`config.mk`:
```
export PLATFORM = sky130hd
export DESIGN_NAME = segcap_top
export DESIGN_NICKNAME = d
export VERILOG_FILES = /design/src/rtl/segcap_pkg.sv /design/src/rtl/segcap_free_pool.sv /design/src/rtl/segcap_order_fifo.sv /design/src/rtl/segcap_reader.sv /design/src/rtl/segcap_top.sv
export SDC_FILE = /design/constraint.sdc
export NUM_CORES = 1
export LEC_CHECK = 0
export ABC_CLOCK_PERIOD_IN_PS = 3200
export CAP_MARGIN = 25
export CORE_ASPECT_RATIO = 2
export CORE_MARGIN = 2
export CORE_UTILIZATION = 57
export DETAILED_ROUTE_END_ITERATION = 8
export PLACE_DENSITY = 0.88
export SLEW_MARGIN = 20
export SYNTH_ARGS = -nofsm -noshare
export SYNTH_HDL_FRONTEND = slang
export SYNTH_SLANG_ARGS = --single-unit
```
`constraint.sdc`:
```
create_clock -name clk -period 3.2 [get_ports clk]
set_input_delay 0.48 -clock clk [delete_from_list [all_inputs] [get_ports clk]]
set_output_delay 0.48 -clock clk [all_outputs]
set_load 0.1 [all_outputs]
```
`src/rtl/segcap_pkg.sv`:
```
package segcap_pkg;
  typedef enum logic [0:0] {
    WR_IDLE = 1'b0,
    WR_FILL = 1'b1
  } wr_state_t;
endpackage

```
`src/rtl/segcap_free_pool.sv`:
```
module segcap_free_pool #(
  parameter int N_SEG = 4,
  parameter int ID_W  = 2
) (
  input  logic            clk,
  input  logic            rst,
  input  logic            alloc_req,
  input  logic            rel_en,
  input  logic [ID_W-1:0] rel_id,
  output logic            any_free,
  output logic [ID_W-1:0] alloc_id
);
  logic [N_SEG-1:0] free_q;

  // lowest-numbered free entry wins
  always_comb begin
    any_free = |free_q;
    alloc_id = '0;
    for (int i = N_SEG - 1; i >= 0; i--) begin
      if (free_q[i]) alloc_id = ID_W'(i);
    end
  end

  always_ff @(posedge clk) begin
    if (rst) begin
      free_q <= '1;
    end else begin
      if (alloc_req) free_q[alloc_id] <= 1'b0;
      if (rel_en)    free_q[rel_id]   <= 1'b1;
    end
  end

  assert_alloc_has_free_R2: assert property (@(posedge clk) disable iff (rst)
    alloc_req |-> any_free);

  assert_release_busy_only_R9: assert property (@(posedge clk) disable iff (rst)
    rel_en |-> !free_q[rel_id]);
endmodule

```
`src/rtl/segcap_order_fifo.sv`:
```
module segcap_order_fifo #(
  parameter int DEPTH = 4,
  parameter int W     = 10
) (
  input  logic         clk,
  input  logic         rst,
  input  logic         push,
  input  logic [W-1:0] din,
  input  logic         pop,
  output logic [W-1:0] dout,
  output logic         empty,
  output logic         full
);
  localparam int PW = (DEPTH > 1) ? $clog2(DEPTH) : 1;
  localparam int CW = $clog2(DEPTH + 1);

  logic [W-1:0]  mem [DEPTH];
  logic [PW-1:0] wr_ptr, rd_ptr;
  logic [CW-1:0] cnt;

  function automatic logic [PW-1:0] bump(input logic [PW-1:0] p);
    return (p == PW'(DEPTH - 1)) ? '0 : p + 1'b1;
  endfunction

  assign empty = (cnt == '0);
  assign full  = (cnt == CW'(DEPTH));
  assign dout  = mem[rd_ptr];

  always_ff @(posedge clk) begin
    if (push) mem[wr_ptr] <= din;
  end

  always_ff @(posedge clk) begin
    if (rst) begin
      wr_ptr <= '0;
      rd_ptr <= '0;
      cnt    <= '0;
    end else begin
      if (push) wr_ptr <= bump(wr_ptr);
      if (pop)  rd_ptr <= bump(rd_ptr);
      if (push && !pop)      cnt <= cnt + 1'b1;
      else if (pop && !push) cnt <= cnt - 1'b1;
    end
  end

  assert_no_pop_empty_R6: assert property (@(posedge clk) disable iff (rst)
    pop |-> !empty);
endmodule

```
`src/rtl/segcap_reader.sv`:
```
module segcap_reader #(
  parameter int RD_N   = 20,
  parameter int ID_W   = 2,
  parameter int TS_W   = 8,
  parameter int RIDX_W = 5
) (
  input  logic              clk,
  input  logic              rst,
  input  logic              head_valid,
  input  logic [ID_W-1:0]   head_id,
  input  logic [TS_W-1:0]   head_ts,
  output logic              pop,
  output logic              busy,
  output logic              rel_en,
  output logic [ID_W-1:0]   rel_id,
  output logic              out_valid,
  input  logic              out_ready,
  output logic [ID_W-1:0]   out_seg,
  output logic [TS_W-1:0]   out_ts,
  output logic [RIDX_W-1:0] out_idx,
  output logic              out_last
);
  logic vld;

  assign out_valid = vld;
  assign busy      = vld;
  assign out_last  = vld && (out_idx == RIDX_W'(RD_N - 1));
  assign pop       = !vld && head_valid;
  assign rel_en    = vld && out_ready && out_last;
  assign rel_id    = out_seg;

  always_ff @(posedge clk) begin
    if (rst) begin
      vld     <= 1'b0;
      out_idx <= '0;
      out_seg <= '0;
      out_ts  <= '0;
    end else if (!vld) begin
      if (head_valid) begin
        vld     <= 1'b1;
        out_idx <= '0;
        out_seg <= head_id;
        out_ts  <= head_ts;
      end
    end else if (out_ready) begin
      if (out_last) vld <= 1'b0;
      else          out_idx <= out_idx + 1'b1;
    end
  end

  assert_hold_on_stall_R8: assert property (@(posedge clk) disable iff (rst)
    (out_valid && !out_ready) |=> (out_valid && $stable(out_idx) &&
                                   $stable(out_seg) && $stable(out_ts)));

  assert_index_steps_R7: assert property (@(posedge clk) disable iff (rst)
    (out_valid && out_ready && !out_last) |=>
      (out_valid && out_idx == $past(out_idx) + 1'b1 && $stable(out_seg)));
endmodule

```
`src/rtl/segcap_top.sv`:
```
module segcap_top #(
  parameter int N_SEG  = 4,
  parameter int CELLS  = 32,
  parameter int RD_N   = 20,
  parameter int TS_W   = 8,
  parameter int OVF_W  = 8,
  localparam int ID_W   = (N_SEG > 1) ? $clog2(N_SEG) : 1,
  localparam int RIDX_W = $clog2(RD_N)
) (
  input  logic              clk,
  input  logic              rst,
  input  logic              trig_in,
  output logic              data_ready,
  output logic [OVF_W-1:0]  ovf_count,
  output logic              out_valid,
  input  logic              out_ready,
  output logic [ID_W-1:0]   out_seg,
  output logic [TS_W-1:0]   out_ts,
  output logic [RIDX_W-1:0] out_idx,
  output logic              out_last
);
  import segcap_pkg::*;

  localparam int CW = $clog2(CELLS);
  localparam int QW = ID_W + TS_W;

  wr_state_t         st;
  logic [CW-1:0]     wcnt;
  logic [ID_W-1:0]   wid;
  logic [TS_W-1:0]   wts;
  logic [TS_W-1:0]   ts_cnt;

  logic              any_free, accept, drop, push;
  logic [ID_W-1:0]   alloc_id;
  logic              q_empty, q_full, q_pop, rd_busy, rel_en;
  logic [ID_W-1:0]   rel_id;
  logic [QW-1:0]     q_head;

  assign accept = trig_in && (st == WR_IDLE) && any_free;
  assign drop   = trig_in && (st == WR_IDLE) && !any_free;
  assign push   = (st == WR_FILL) && (wcnt == CW'(CELLS - 1));

  always_ff @(posedge clk) begin
    if (rst) ts_cnt <= '0;
    else     ts_cnt <= ts_cnt + 1'b1;
  end

  always_ff @(posedge clk) begin
    if (rst) begin
      st   <= WR_IDLE;
      wcnt <= '0;
      wid  <= '0;
      wts  <= '0;
    end else begin
      case (st)
        WR_IDLE: if (accept) begin
          st   <= WR_FILL;
          wcnt <= '0;
          wid  <= alloc_id;
          wts  <= ts_cnt;
        end
        WR_FILL: begin
          if (push) st <= WR_IDLE;
          else      wcnt <= wcnt + 1'b1;
        end
        default: st <= WR_IDLE;
      endcase
    end
  end

  always_ff @(posedge clk) begin
    if (rst)                        ovf_count <= '0;
    else if (drop && ~&ovf_count)   ovf_count <= ovf_count + 1'b1;
  end

  segcap_free_pool #(.N_SEG(N_SEG), .ID_W(ID_W)) u_pool (
    .clk(clk), .rst(rst), .alloc_req(accept), .rel_en(rel_en),
    .rel_id(rel_id), .any_free(any_free), .alloc_id(alloc_id)
  );

  segcap_order_fifo #(.DEPTH(N_SEG), .W(QW)) u_queue (
    .clk(clk), .rst(rst), .push(push), .din({wid, wts}), .pop(q_pop),
    .dout(q_head), .empty(q_empty), .full(q_full)
  );

  segcap_reader #(.RD_N(RD_N), .ID_W(ID_W), .TS_W(TS_W), .RIDX_W(RIDX_W)) u_rd (
    .clk(clk), .rst(rst), .head_valid(!q_empty),
    .head_id(q_head[QW-1:TS_W]), .head_ts(q_head[TS_W-1:0]),
    .pop(q_pop), .busy(rd_busy), .rel_en(rel_en), .rel_id(rel_id),
    .out_valid(out_valid), .out_ready(out_ready), .out_seg(out_seg),
    .out_ts(out_ts), .out_idx(out_idx), .out_last(out_last)
  );

  assign data_ready = !q_empty || rd_busy;

  assert_no_push_full_R6: assert property (@(posedge clk) disable iff (rst)
    push |-> !q_full);

  assert_ovf_only_on_trig_R4: assert property (@(posedge clk) disable iff (rst)
    !$stable(ovf_count) |-> $past(trig_in));

  assert_fill_holds_R3: assert property (@(posedge clk) disable iff (rst)
    (st == WR_FILL && !push) |=> (st == WR_FILL && $stable(wid) && $stable(wts)));
endmodule

```
Word level (Yosys, flattened, before mapping)

Memory sizes are Yosys's and may differ from the RTL's. A register that Yosys moved wholly into a read port is not among the register bits.
Index checks and enable logic that the tools add are counted.
W data, S select, Z words.

$add $sub $neg: 8
Multipliers: 0
Div/mod/pow operators: 0
$lt $le $gt $ge: 4
Equal/unequal tests: 9
Shifts and indexed selects: 0
Muxes and demuxes: 31
Bitwise operators: 6
Reduce and logical (&&, ||, !) cells: 28

Operators with widths:

| kind                  | number |
|---|---|
| $mux W5               | 6 |
| $add A8 B1 Y8 const B | 2 |
| $logic_and A1 B1 Y1   | 13 |
| $mux W2               | 6 |
| $mux W4               | 3 |
| $add A5 B1 Y5 const B | 2 |
| $eq A5 B5 Y1 const B  | 2 |
| $mux W1               | 10 |
| $pmux W5 S2           | 1 |
| $ne A2 B2 Y1 const B  | 4 |
| $reduce_and A8 Y1     | 1 |
| $logic_not A1 Y1      | 6 |
| $lt A2 B3 Y1 const B  | 2 |
| $mux W3               | 2 |
| $reduce_and A2 Y1     | 3 |
| $add A2 B1 Y2 const B | 2 |
| $and A4 B4 Y4         | 1 |
| $demux W1 S2          | 2 |
| $eq A2 B2 Y1 const B  | 2 |
| $ge A2 B1 Y1 const B  | 2 |
| $not A4 Y4            | 1 |
| $or A4 B4 Y4          | 1 |
| $reduce_or A4 Y1      | 1 |
| $add A3 B1 Y3 const B | 1 |
| 8 further kinds       | 10 |

Bits in registers: 49
Latch bits: 0
Memory bits (writable): 40
Bits in read-only memories: 0
Input port bits: 4
Output and inout port bits: 26
Word-level logic and storage cells: 99
Memories kept: 1

Memories:

| name        | words | bits a word | read ports | clocked after Yosys merged registers in | write ports | RTL line                | text |
|---|---|---|---|---|---|---|---|
| u_queue.mem | 4     | 10          | 1          | 1                                       | 1           | segcap_order_fifo.sv:17 | `logic [W-1:0] mem [DEPTH];` |

Depth between registers and ports, before layout

Gate-level depths: netlist of run 1.

Word-level depth: 14
Depth in mapped cells: 11
Mapped depth without buffers: 11

By module

A second synthesis of run 1 with hierarchy kept.

Cells, all modules: 353
Area, all modules: 4098.9 um2

By module, submodules not included:

| module            | times used | cells an instance | area each (um2) | seq. area each (um2) |
|---|---|---|---|---|
| segcap_order_fifo | 1          | 96                | 1883.1          | 1381.3 |
| segcap_top        | 1          | 151               | 1313.8          | 640.6 |
| segcap_reader     | 1          | 84                | 705.7           | 320.3 |
| segcap_free_pool  | 1          | 22                | 196.4           | 80.1 |

Worst setup path after synthesis of run 1

Ideal clock, no wire load.

Path type: register to register
Start point: register u_rd.out_idx[0]
End point: register u_pool.free_q[1]
Setup time: 109 ps
Data arrival time: 3009 ps
Required time: 3091 ps
Path slack: 82 ps
Cell stages (with the launch flop): 6
Path buffers: 0
Period minus slack after synthesis: 3118 ps
Cells stage by stage: dfxtp_1 > ha_1 > nand2_1 > nor4_4 > nand2_1 > o311ai_0

Longest elaborated chain between the ends: 4

Ends and longest elaborated chain:

| item                           | RTL line               | text |
|---|---|---|
| start: declaration             | segcap_reader.sv:20    | `output logic [RIDX_W-1:0] out_idx,` |
| start signal: assignment       | segcap_reader.sv:47    | `else out_idx <= out_idx + 1'b1;` |
| $eq A5 B5 Y1                   | segcap_reader.sv:27    | `assign out_last = vld && (out_idx == RIDX_W'(RD_N - 1));` |
| $logic_and A1 B1 Y1            | segcap_reader.sv:27    |  |
| via out_last                   | segcap_top.sv:20       | `output logic out_last` |
| $logic_and A1 B1 Y1            | segcap_reader.sv:29    | `assign rel_en = vld && out_ready && out_last;` |
| $mux W4                        | segcap_free_pool.sv:29 | `if (rel_en) free_q[rel_id] <= 1'b1;` |
| end signal: assignment         | segcap_free_pool.sv:26 | `free_q <= '1;` |
| end signal: indexed assignment | segcap_free_pool.sv:28 | `if (alloc_req) free_q[alloc_id] <= 1'b0;` |
| end signal: indexed assignment | segcap_free_pool.sv:29 |  |
| end: declaration               | segcap_free_pool.sv:13 | `logic [N_SEG-1:0] free_q;` |

The timed path passes the listed nets, and every way through them passes these cells.
A chain may end at the register's enable or synchronous reset.

Final worst setup path of run 1

Start point: register wcnt[0]
End point: register u_queue.cnt[2]

Longest elaborated chain between the ends: 5
Elaborated cells between the ends (all ways): 7
Classes of those cells: eq/ne (1); mux (1); reduce/logical (5)

Ends and longest elaborated chain:

| item                                | RTL line                | text |
|---|---|---|
| start: declaration                  | segcap_top.sv:28        | `logic [CW-1:0] wcnt;` |
| start signal: assignment            | segcap_top.sv:64        | `else wcnt <= wcnt + 1'b1;` |
| $eq A5 B5 Y1 *                      | segcap_top.sv:41        | `assign push = (st == WR_FILL) && (wcnt == CW'(CELLS - 1));` |
| $logic_and A1 B1 Y1 *               | segcap_top.sv:41        |  |
| via push                            | segcap_top.sv:33        | `logic any_free, accept, drop, push;` |
| $logic_not A1 Y1                    | segcap_order_fifo.sv:42 | `else if (pop && !push) cnt <= cnt - 1'b1;` |
| $logic_and A1 B1 Y1                 | segcap_order_fifo.sv:42 |  |
| $reduce_bool A2 Y1 (no source line) | -                       |  |
| end signal: assignment              | segcap_order_fifo.sv:41 | `if (push && !pop) cnt <= cnt + 1'b1;` |
| end signal: assignment              | segcap_order_fifo.sv:42 |  |
| end: declaration                    | segcap_order_fifo.sv:19 | `logic [CW-1:0] cnt;` |

The timed path passes the listed nets; every way through them passes the cells marked *.

==> metrics.md, run 1 <==
| Metric | Value |
|---|---|
| Status | `finished, final reports clean` |
| Detail Route Antenna Nets | `0` |
| Initial antenna violation count | `0` |
| Max frequency | `approximately 370 MHz` |
| DRT iter0 DRCs | `between 150 and 200` |
| Cts repair resizes | `0` |
| Design Power | `between 3 and 4 mW` |
| Final worst path period share | `approximately 84%` |
| Clock-pin slew on the worst setup and hold paths | `around 70 ps` |
| Cells after Synth | `342` |
| Post-synth EDFFs | `40` |
| Port Buf Inserts | `29` |
| Largest net degree at the start of global routing | `40` |
| Clock share of power | `27.0%` |
| Max transition margin | `35.2%` |
| Routed length per instance | `16.0 µm` |
| Max clock buf depth | `2` |
| Data required time at the worst endpoint | `3470 ps` |
| Initial core utilization | `between 50% and 60%` |
| Crit path top cell by count | `ha_1` |
| Clock Latency Late Sink | `340 ps` |
| Die width | `63.0 µm` |
| Diodes inserted | `0` |
| Syn Std Cell Area | `3970 µm²` |
| Die height | `122 µm` |
| Pre-antenna DRT Iters | `4` |
| RSZ-0062 raised after global routing | `no` |
| Crit path cell chain | `ha_1 -> and3_1 -> ha_1 -> nand2_1 -> inv_1 -> ha_1 -> inv_1 -> fa_1 -> xor2_1 -> or3_1 -> a21oi_1` |
| Core ar. | `6830 µm²` |
| Area Growth Syn to Fin | `15.5%` |
| Setup crit start kind | `flop` |
| WHS | `between 400 and 500 ps` |
| Fraction of registers with async set/reset | `0%` |
| Layout cell share with drive strength beyond 1 | `14.8%` |
| Power Dens Cells | `802 nW/µm²` |
| Yosys warns | `0` |
| Cts hold-fix bufs | `0` |
| Switch share | `38.6%` |
| Final Hold Vio Count | `0` |
| Drt total wl | `7510 µm` |
| First-pass GRT wire length | `around 13000 µm` |
| Int Power | `2.26 mW` |
| Via Count | `2652` |
| Leak | `1.60 nW` |
| # H-tree levels | `3` |
| Commonest register cell after synthesis | `dfxtp_1` |
| Number of synthesized register bits | `99` |
| Synth unique cells | `43` |
| Setup TNS | `0 ps` |
| DRC violations left | `0` |
| Sequential Power Share | `a little over two fifths` |
| Post-synth top area share | `30.3%` |
| Max VDD drop | `0.455 mV` |
| Setup CP Type | `reg -> reg` |
| Number of global-route vias before repair | `roughly 2700` |
| Critical path's slowest cell | `fa_1` |
| Worst hold-check path type | `reg -> reg` |
| Die Area | `7690 µm²` |
| Clock root buffer | `clkbuf_16` |
| CTS Buf Count | `9` |
| I/O Pins | `30` |
| Crit-path leading delay family | `adder cells` |
| Critical Path Sink Type | `flop` |
| Comb pwr share | `31.0%` |
| Slew @ Worst Pin | `between 900 and 1000 ps` |
| Grt total ovfl | `0` |
| Clk sinks | `99` |
| Synth area leaders | `edfxtp_1 (30%), dfxtp_1 (30%), mux4_2 (5.7%), nand2_1 (5.2%), a21oi_1 (4.7%)` |
| Final Setup Violations | `0` |
| Synth Area per Inst | `11.6 µm²` |
| Vias per cell | `between 5 and 6` |
| GRT Total Usage | `21.4%` |
| Placed Instances | `453` |
| Crit path largest cell delay | `430 ps` |
| Crit path max fanout | `7` |
| Setup Skew | `around 4.2 ps` |
| Cell Rows | `43` |
| Number of max-capacitance violations reported | `0` |
| Bufs and invs on worst path | `2` |
| Synth area leader | `edfxtp_1` |
| # Post-CTS Setup Buffers | `0` |
| Hpwl dp | `5020 µm` |
| CP Data Arrival Time | `around 3000 ps` |
| CTS tree | `yes` |
| Layout Cells excl Fill | `469` |
| Clock period minus worst slack | `2690 ps` |
| Sequential fraction of the synthesis area | `around three fifths` |
| Final #Nets | `slightly below 400` |
| Gp weighted congestion | `0.802` |
| Net Count, Synth | `358` |
| Max Slew Vio Count | `0` |
| Switch Pwr | `~1.4 mW` |
==> registers in the layout (all words and copies together) (netlist names), 2 cells and up <==
name,cells
u_rd.out_seg,2
u_queue.wr_ptr,2
u_queue.rd_ptr,2
wts,8
ts_cnt,8
ovf_count,8
u_rd.out_idx,5
wid,2
u_pool.free_q,4
u_queue.cnt,3
u_queue.mem,40
u_rd.out_ts,8
wcnt,5
==> worst paths after layout <==
kind,start,endpoint,slack (ps),cells after the start
max,wcnt[0]$_SDFFE_PP0P_,u_queue.cnt[2]$_SDFFE_PP0P_,510,11
min reg2reg,u_rd.out_ts[5]$_SDFFE_PP0P_,u_rd.out_ts[5]$_SDFFE_PP0P_,460,2
max reg2reg,wcnt[0]$_SDFFE_PP0P_,u_queue.cnt[2]$_SDFFE_PP0P_,510,11
min,u_rd.out_ts[5]$_SDFFE_PP0P_,u_rd.out_ts[5]$_SDFFE_PP0P_,460,2
==> through the flow <==
stage | worst slack [ps] | utilization [%] | area, µm²
floorplan | 81.7 | - | 3970
global placement | 805 | 63.0 | 4310
detailed placement | 610 | 63.0 | 4310
CTS | 522 | 67.1 | 4580
global route | 294 | 67.1 | 4580
finish | 509 | 67.1 | 4580
==> power groups by stage <==
stage	clock, mW	sequential (mW)	combinational [mW]
floorplan	0	1.93	0.500
global placement	0	1.56	1.09
detailed placement	0	1.57	1.13
CTS	1.01	1.55	1.14
global route	1.06	1.57	1.21
finish	0.991	1.55	1.14
==> worst register-to-register path: stages, from the launching register on <==
cell and delay, ps:
dfxtp_1 380, ha_1 190, and3_1 160, ha_1 250, nand2_1 150, inv_1 120
ha_1 180, inv_1 60, fa_1 430, xor2_1 170, or3_1 360, a21oi_1 170
==> cell usage after synthesis, types with 2 or more instances <==
library cell,number
dfxtp_1,59
nand2_1,55
edfxtp_1,40
a21oi_1,37
nor2_1,19
ha_1,11
nand3_1,11
o21ai_0,11
xor2_1,11
mux4_2,10
inv_1,9
clkbuf_1,8
and3_1,6
or3_1,6
nand2b_1,4
nor2b_1,4
nor3_1,4
and3_2,3
nand4_1,3
xnor2_1,3
a31oi_1,2
buf_1,2
mux2i_1,2
o31ai_1,2
or4_1,2
==> layout by cell type, fill, tap and decap left out, types with 3 or more instances in the layout <==
| cell | instances |
|---|---|
| a21oi_1 | 37 |
| and3_1 | 6 |
| and3_2 | 3 |
| buf_4 | 19 |
| clkbuf_16 | 9 |
| clkdlybuf4s50_1 | 12 |
| dfxtp_1 | 59 |
| edfxtp_1 | 40 |
| ha_1 | 11 |
| inv_1 | 9 |
| mux4_2 | 10 |
| nand2_1 | 55 |
| nand2b_1 | 4 |
| nand3_1 | 11 |
| nand4_1 | 3 |
| nor2_1 | 19 |
| nor2b_1 | 4 |
| nor3_1 | 4 |
| o21ai_0 | 11 |
| or3_1 | 6 |
| xnor2_1 | 3 |
| xor2_1 | 11 |
==> layer usage <==
| layer | up-vias | part of all wire [%] | global-route usage (%) | wire (µm) |
|---|---|---|---|---|
| li1 | 1298 | - | - | - |
| met1 | 1268 | 39 | 24.6 | 2930 |
| met2 | 66 | 54 | 37.0 | 4070 |
| met3 | 20 | 3.9 | 4.71 | 292 |
| met4 | 0 | 2.9 | 11.0 | 218 |
| met5 | - | 0 | 0 | 0 |
==> cell families after synthesis <==
group	after synthesis	share of synthesized area, %
muxes	12	6.18
AOI/OAI and AO/OA	60	8.92
buffers and inverters	20	1.92
adders and majority gates	12	3.97
xor gates and xnor gates	14	3.09
DFF	99	60.0
and+or+nand+nor	125	15.9
==> layout make-up <==
type / count / area (µm²)
well taps: 90 / 113
clock buffers: 9 / 225
clock inverters: 7 / 51.3
fillers: 513 / 2250
inverters: 9 / 33.8
flip-flops and latches: 99 / 2380
repair buffers: 32 / 268
multi-input cells: 223 / 1510
(Power assumes the default switching activity.)
==> run 2: changes to the inputs <==
--- a/config.mk
+++ b/config.mk
@@ -5,13 +5,13 @@
 export SDC_FILE = /design/constraint.sdc
 export NUM_CORES = 1
 export LEC_CHECK = 0
-export ABC_CLOCK_PERIOD_IN_PS = 3200
+export ABC_CLOCK_PERIOD_IN_PS = 2300
 export CAP_MARGIN = 25
 export CORE_ASPECT_RATIO = 2
 export CORE_MARGIN = 2
-export CORE_UTILIZATION = 57
+export CORE_UTILIZATION = 52
 export DETAILED_ROUTE_END_ITERATION = 8
-export PLACE_DENSITY = 0.88
+export PLACE_DENSITY = 0.85
 export SLEW_MARGIN = 20
 export SYNTH_ARGS = -nofsm -noshare
 export SYNTH_HDL_FRONTEND = slang
==> constraint.sdc (replaced) <==
create_clock -name clk -period 2.3 [get_ports clk]
set_input_delay 0.345 -clock clk [delete_from_list [all_inputs] [get_ports clk]]
set_output_delay 0.345 -clock clk [all_outputs]
set_load 0.1 [all_outputs]
==> run 2 against run 1 <==
Against the previous run: sequential power grew 36%; count of clock-buffer cells in the layout grew 2; die area grew 9.1%; routed wire length grew 0.60%; global-route usage shrank 1.2 points; non-clock buffer count grew 9; register-to-register slack lost 470 ps; sequential share of layout area shrank 1.4 points; critical path type unchanged; highest routed layer unchanged.
==> metrics.md, run 2 (synthesis gave the netlist of run 1 again) <==
| Metric | Value |
|---|---|
| Critical Path Sink Type | `flop` |
| Slew @ Worst Pin | `559 ps` |
| Crit path cell chain | `ha_4 -> and3_4 -> ha_4 -> nand2_4 -> inv_4 -> ha_4 -> inv_2 -> fa_2 -> xor2_2 -> or3_4 -> a21oi_2` |
| First-pass GRT wire length | `12900 µm` |
| Setup Skew | `just under 6 ps` |
| Max transition margin | `between 60% and 70%` |
| Setup CP Type | `reg -> reg` |
| R2R Path End | `u_queue.cnt[2]$_SDFFE_PP0P_` |
| Leak | `about 1.7 nW` |
| Crit path top cell by count | `ha_4` |
| Clock root buffer | `clkbuf_16` |
| Initial core utilization | `53.0%` |
| Max clock buf depth | `2` |
| CTS Buf Count | `9` |
| Commonest non-fill, non-tap cell in the layout | `nand2_1` |
| Clock period minus worst slack | `2260 ps` |
| DRC violations left | `0` |
| CTS tree | `yes` |
| Crit path largest cell delay | `390 ps` |
| DRT iter0 DRCs | `283` |
| Fillers | `546` |
| Gp weighted congestion | `0.798` |
| Routed length per instance | `15.7 µm` |
| R2R Path Start | `wcnt[1]$_SDFFE_PP0P_` |
| Worst reg2reg path depth | `11` |
| Die width | `65.8 µm` |
| Via Count | `about 2600` |
| Die height | `roughly 130 µm` |
| Final Hold Vio Count | `0` |
| # H-tree levels | `3` |
| Hpwl dp | `5020 µm` |
| Setup TNS | `0 ps` |
| Finished Core Util | `63.4%` |
| Pre-antenna DRT Iters | `4` |
| Diodes inserted | `0` |
| Max reg flops | `40` |
| Final #Nets | `399` |
| Initial antenna violation count | `0` |
| Hold Path Stages | `2` |
| Reg-to-reg slack, setup | `a little over 40 ps` |
| Detail Route Antenna Nets | `0` |
| Most frequent cells in the layout | `nand2_1 (53), dfxtp_1 (51), edfxtp_1 (40)` |
| Number of global-route vias before repair | `2744` |
| Biggest register | `u_queue.mem` |
| Crit path max fanout | `3` |
| Grt total ovfl | `0` |
| Clock Latency Late Sink | `350 ps` |
| Clock-pin slew on the worst setup and hold paths | `60 ps` |
| Drt total wl | `7550 µm` |
| I/O Pins | `30` |
| Data required time at the worst endpoint | `2580 ps` |
| Cell Rows | `45` |
| Clk sinks | `99` |
| Die Area | `8390 µm²` |
| Final worst path period share | `98.2%` |
| Core ar. | `7490 µm²` |
| Largest net degree at the start of global routing | `31` |
| Number of max-capacitance violations reported | `0` |
| Max Slew Vio Count | `0` |
| Area Growth Syn to Fin | `19.6%` |
| Hold EP | `u_rd.out_ts[7]$_SDFFE_PP0P_` |
| Vias per cell | `5.47` |
| Max VDD drop | `0.784 mV` |
| Hold path start | `u_rd.out_ts[7]$_SDFFE_PP0P_` |
| Port Buf Inserts | `29` |
| Power Dens Cells | `1100 nW/µm²` |
| Worst hold-check path type | `reg -> reg` |
| Critical path's slowest cell | `or3_4` |
| Status | `finished, final reports clean` |
| Max frequency | `443 MHz` |
| GRT Total Usage | `20.1%` |
| CP Data Arrival Time | `approximately 2500 ps` |
| Layout cell share with drive strength beyond 1 | `between 20% and 30%` |
| Setup crit start kind | `flop` |
| Final Setup Violations | `0` |
run 2: what timing repair did:
action,in CTS,in global routing
setup endpoints to repair,1,1
pin swaps,1,6
hold buffers,0,0
resized for setup,4,12
cloned,0,0
buffers inserted,0,3
run 2: worst max-delay path: cells and delay by family (launching register included):
kind	cells	cell delay [ps]
adder cells (fa/ha/maj)	4	760
AO/OA/AOI/OAI	1	140
flip-flops	1	360
buffers and inverters	2	110
AND/OR/NAND/NOR	3	630
XOR/XNOR	1	190
run 2: how the worst max path moves through the flow:
stage | start | end | slack [ps]
finish | wcnt[1]$_SDFFE_PP0P_ | u_queue.cnt[2]$_SDFFE_PP0P_ | 40
global route | wcnt[1]$_SDFFE_PP0P_ | u_queue.cnt[2]$_SDFFE_PP0P_ | -8
global placement | wcnt[0]$_SDFFE_PP0P_ | u_queue.cnt[2]$_SDFFE_PP0P_ | 10
CTS | wcnt[0]$_SDFFE_PP0P_ | u_queue.cnt[2]$_SDFFE_PP0P_ | 8
floorplan | u_rd.out_idx[0]$_SDFFE_PP0P_ | u_pool.free_q[1]$_SDFF_PP1_ | -220
detailed placement | wcnt[0]$_SDFFE_PP0P_ | u_queue.cnt[2]$_SDFFE_PP0P_ | -80
run 2: routing by layer:
layer  share of wire, %  vias up  GRT usage (%)
met5                  0        -              0
met4                2.0        0           8.82
met3                3.2       14           3.52
met2                 53       48           33.5
met1                 42     1263           25.3
li1                   -     1311              -
run 2: layout make-up:
cell class	instances	area [µm²]	area share, %
clock inverters	5	40.0	0.844
flip-flops and latches	99	2400	50.6
multi-input cells	223	1590	33.6
clock buffers	11	233	4.90
well taps	94	118	2.48
repair buffers	41	323	6.80
inverters	9	36.3	0.765
run 2: where the power goes:
group | switching (mW) | internal [mW]
Combinational | 1.21 | 0.508
Sequential | 0.157 | 1.96
Clock | 0.630 | 0.741
Total | 1.99 | 3.21
run 2: stage by stage:
stage	cells	hold slack, ps	setup slack [ps]	cell area [µm²]	power (mW)
after detailed placement	463	449	-81.7	4380	3.80
after CTS	479	458	8.42	4660	5.17
after floorplan	342	426	-223	4010	3.40
final	482	454	40.5	4750	5.20
after global placement	463	438	11.8	4380	3.75
after global routing	482	476	-7.58	4750	5.43
==> run 3: changes to the inputs <==
--- a/config.mk
+++ b/config.mk
@@ -5,9 +5,8 @@
 export SDC_FILE = /design/constraint.sdc
 export NUM_CORES = 1
 export LEC_CHECK = 0
-export ABC_CLOCK_PERIOD_IN_PS = 2300
+export ABC_CLOCK_PERIOD_IN_PS = 1900
 export CAP_MARGIN = 25
-export CORE_ASPECT_RATIO = 2
 export CORE_MARGIN = 2
 export CORE_UTILIZATION = 52
 export DETAILED_ROUTE_END_ITERATION = 8
==> constraint.sdc (replaced) <==
create_clock -name clk -period 1.9 [get_ports clk]
set_input_delay 0.285 -clock clk [delete_from_list [all_inputs] [get_ports clk]]
set_output_delay 0.285 -clock clk [all_outputs]
set_load 0.1 [all_outputs]
==> run 3 against run 2 <==
Against the previous run: the flow now finishes with violations (setup timing); clock power up 3%; critical path depth unchanged; clock skew up 12 ps; worst setup slack worse by 300 ps; routed wire length up 5.6%; largest power group unchanged.
==> metrics.md, run 3 (synthesis gave the netlist of run 1 again) <==
| Metric | Value |
|---|---|
| Status | `finished, violations left` |
| Failing checks | `setup timing` |
| Max VDD drop | `0.491 mV` |
| Power Dens Cells | `around 1300 nW/µm²` |
| Most frequent cells in the layout | `nand2_1 (53), buf_4 (52), dfxtp_1 (42)` |
| Reg-to-reg slack, setup | `-260 ps` |
| Largest net degree at the start of global routing | `roughly 40` |
| Cts hold-fix bufs | `0` |
| Area Growth Syn to Fin | `22.4%` |
| Setup Skew | `17.5 ps` |
| Vias per cell | `roughly 5.6` |
| Final worst path period share | `114%` |
| Setup CP Type | `reg -> reg` |
| Number of max-capacitance violations reported | `0` |
| Die Area | `8350 µm²` |
| Clock root buffer | `clkbuf_8` |
| Worst Setup SP | `wcnt[0]$_SDFFE_PP0P_` |
| Number of global-route vias before repair | `2790` |
| Max Slew Vio Count | `0` |
| Switch Pwr | `about 2.5 mW` |
| R2R Path Start | `wcnt[0]$_SDFFE_PP0P_` |
| Finished Core Util | `66.3%` |
| Worst reg2reg path depth | `11` |
| Drt total wl | `7970 µm` |
| Clock share of power | `22.5%` |
| Max reg flops | `40` |
| Gp weighted congestion | `0.809` |
| Worst setup margin | `-263 ps` |
| Clock-pin slew on the worst setup and hold paths | `around 110 ps` |
| Pre-CTS WS | `-395 ps` |
| Clock Latency Late Sink | `370 ps` |
| Via Count | `2813` |
| Met2 Use GR | `34.0%` |
| Max transition margin | `61.3%` |
| FF/Latch Area | `2410 µm²` |
| # H-tree levels | `3` |
| Data required time at the worst endpoint | `2200 ps` |
| Detail Route Antenna Nets | `0` |
| Commonest non-fill, non-tap cell in the layout | `nand2_1` |
| Cell Rows | `31` |
| Multi-input logic area | `1590 µm²` |
| CTS Buf Count | `9` |
| CP Data Arrival Time | `approximately 2500 ps` |
| Hold EP | `wid[1]$_SDFFE_PP0P_` |
| DRT iter0 DRCs | `209` |
| Die height | `91.4 µm` |
| Grt met3 use | `between 4 and 5%` |
| Final Setup Violations | `1` |
| R2R Path End | `u_queue.cnt[2]$_SDFFE_PP0P_` |
| Max frequency | `~460 MHz` |
| Crit path max fanout | `2` |
| Hpwl dp | `5130 µm` |
| Met1 Use GR | `24.0%` |
| Initial antenna violation count | `0` |
| First-pass GRT wire length | `13000 µm` |
| Core ar. | `7330 µm²` |
| Port Buf Inserts | `29` |
| Final Hold Vio Count | `0` |
| GRT Total Usage | `20.0%` |
| DRC violations left | `0` |
| Critical Path Sink Type | `flop` |
| Layout cell share with drive strength beyond 1 | `30.3%` |
| Hold Path Stages | `2` |
| Leak | `1.74 nW` |
| Grt total ovfl | `0` |
| Max clock buf depth | `2` |
| Busiest grt layer | `met2` |
| Final #Nets | `417` |
| Fillers | `545` |
| Worst hold-check path type | `in -> reg` |
| Pre-antenna DRT Iters | `4` |
| Clk sinks | `99` |
| I/O Pins | `30` |
| Biggest register | `u_queue.mem` |
| Switch share | `39.6%` |
| Setup crit start kind | `flop` |
| Comb pwr share | `37.2%` |
| RSZ-0062 raised after global routing | `yes` |
| Int Power | `3.78 mW` |
| Initial core utilization | `54.1%` |
| Hold path start | `rst` |
| Diodes inserted | `0` |
| Die width | `91.4 µm` |
| Slew @ Worst Pin | `around 580 ps` |
| CTS tree | `yes` |
| Routed length per instance | `15.8 µm` |
| Sequential Power Share | `40.3%` |
| Clock period minus worst slack | `2160 ps` |
-- run 3: repair_timing --
item / 4_1_cts / 5_1_grt
pin swaps: 5 / 2
gates resized for setup: 8 / 2
buffers inserted: 3 / 5
hold endpoints to repair: 0 / 0
endpoints found under the setup margin: 4 / 4
-- run 3: metrics by stage --
| stage | hold slack, ps | total power, mW | instance area [µm²] | std cells | setup TNS (ps) |
|---|---|---|---|---|---|
| after global routing | 343 | 6.54 | 4860 | 505 | -344 |
| after detailed placement | 448 | 4.70 | 4550 | 481 | -708 |
| after floorplan | 426 | 4.13 | 4040 | 342 | -5070 |
| final | 307 | 6.27 | 4860 | 505 | -263 |
| after global placement | 440 | 4.64 | 4550 | 481 | -293 |
| after CTS | 286 | 6.17 | 4810 | 500 | -230 |
-- run 3: power groups by stage --
| stage | Clock [mW] | Sequential [mW] | Combinational, mW |
|---|---|---|---|
| final | 1.41 | 2.53 | 2.33 |
| after CTS | 1.42 | 2.52 | 2.22 |
| after global routing | 1.52 | 2.54 | 2.48 |
| after floorplan | 0 | 3.27 | 0.864 |
| after detailed placement | 0 | 2.56 | 2.14 |
| after global placement | 0 | 2.55 | 2.09 |
-- run 3: routing by layer --
metal / part of all wire (%) / wire (µm)
met5: 0 / 0
met4: 2.7 / 213
met3: 3.5 / 280
met2: 51 / 4040
met1: 43 / 3440
-- run 3: how the worst max path moves through the flow --
| stage | to | slack [ps] |
|---|---|---|
| after CTS | u_queue.cnt[2]$_SDFFE_PP0P_ | -170 |
| final | u_queue.cnt[2]$_SDFFE_PP0P_ | -260 |
| after global routing | u_queue.cnt[2]$_SDFFE_PP0P_ | -300 |
| after floorplan | u_pool.free_q[1]$_SDFF_PP1_ | -620 |
| after global placement | u_queue.cnt[2]$_SDFFE_PP0P_ | -290 |
| after detailed placement | u_queue.cnt[2]$_SDFFE_PP0P_ | -400 |
-- run 3: critical path, stage by stage (launching register included) --
cell	delay (ps)
dfxtp_2	360
ha_4	130
and3_4	180
ha_4	130
nand2_2	60
inv_2	80
ha_4	130
inv_2	30
fa_2	320
xor2_1	150
or3_1	350
a21oi_2	170
-- run 3: layout make-up --
class / count / area share (%)
Tap cell: 99 / 2.55
Clock buffer: 10 / 2.83
Sequential cell: 99 / 49.6
Multi-Input combinational cell: 223 / 32.7
Clock inverter: 6 / 1.42
Timing Repair Buffer: 59 / 10.2
Inverter: 9 / 0.695
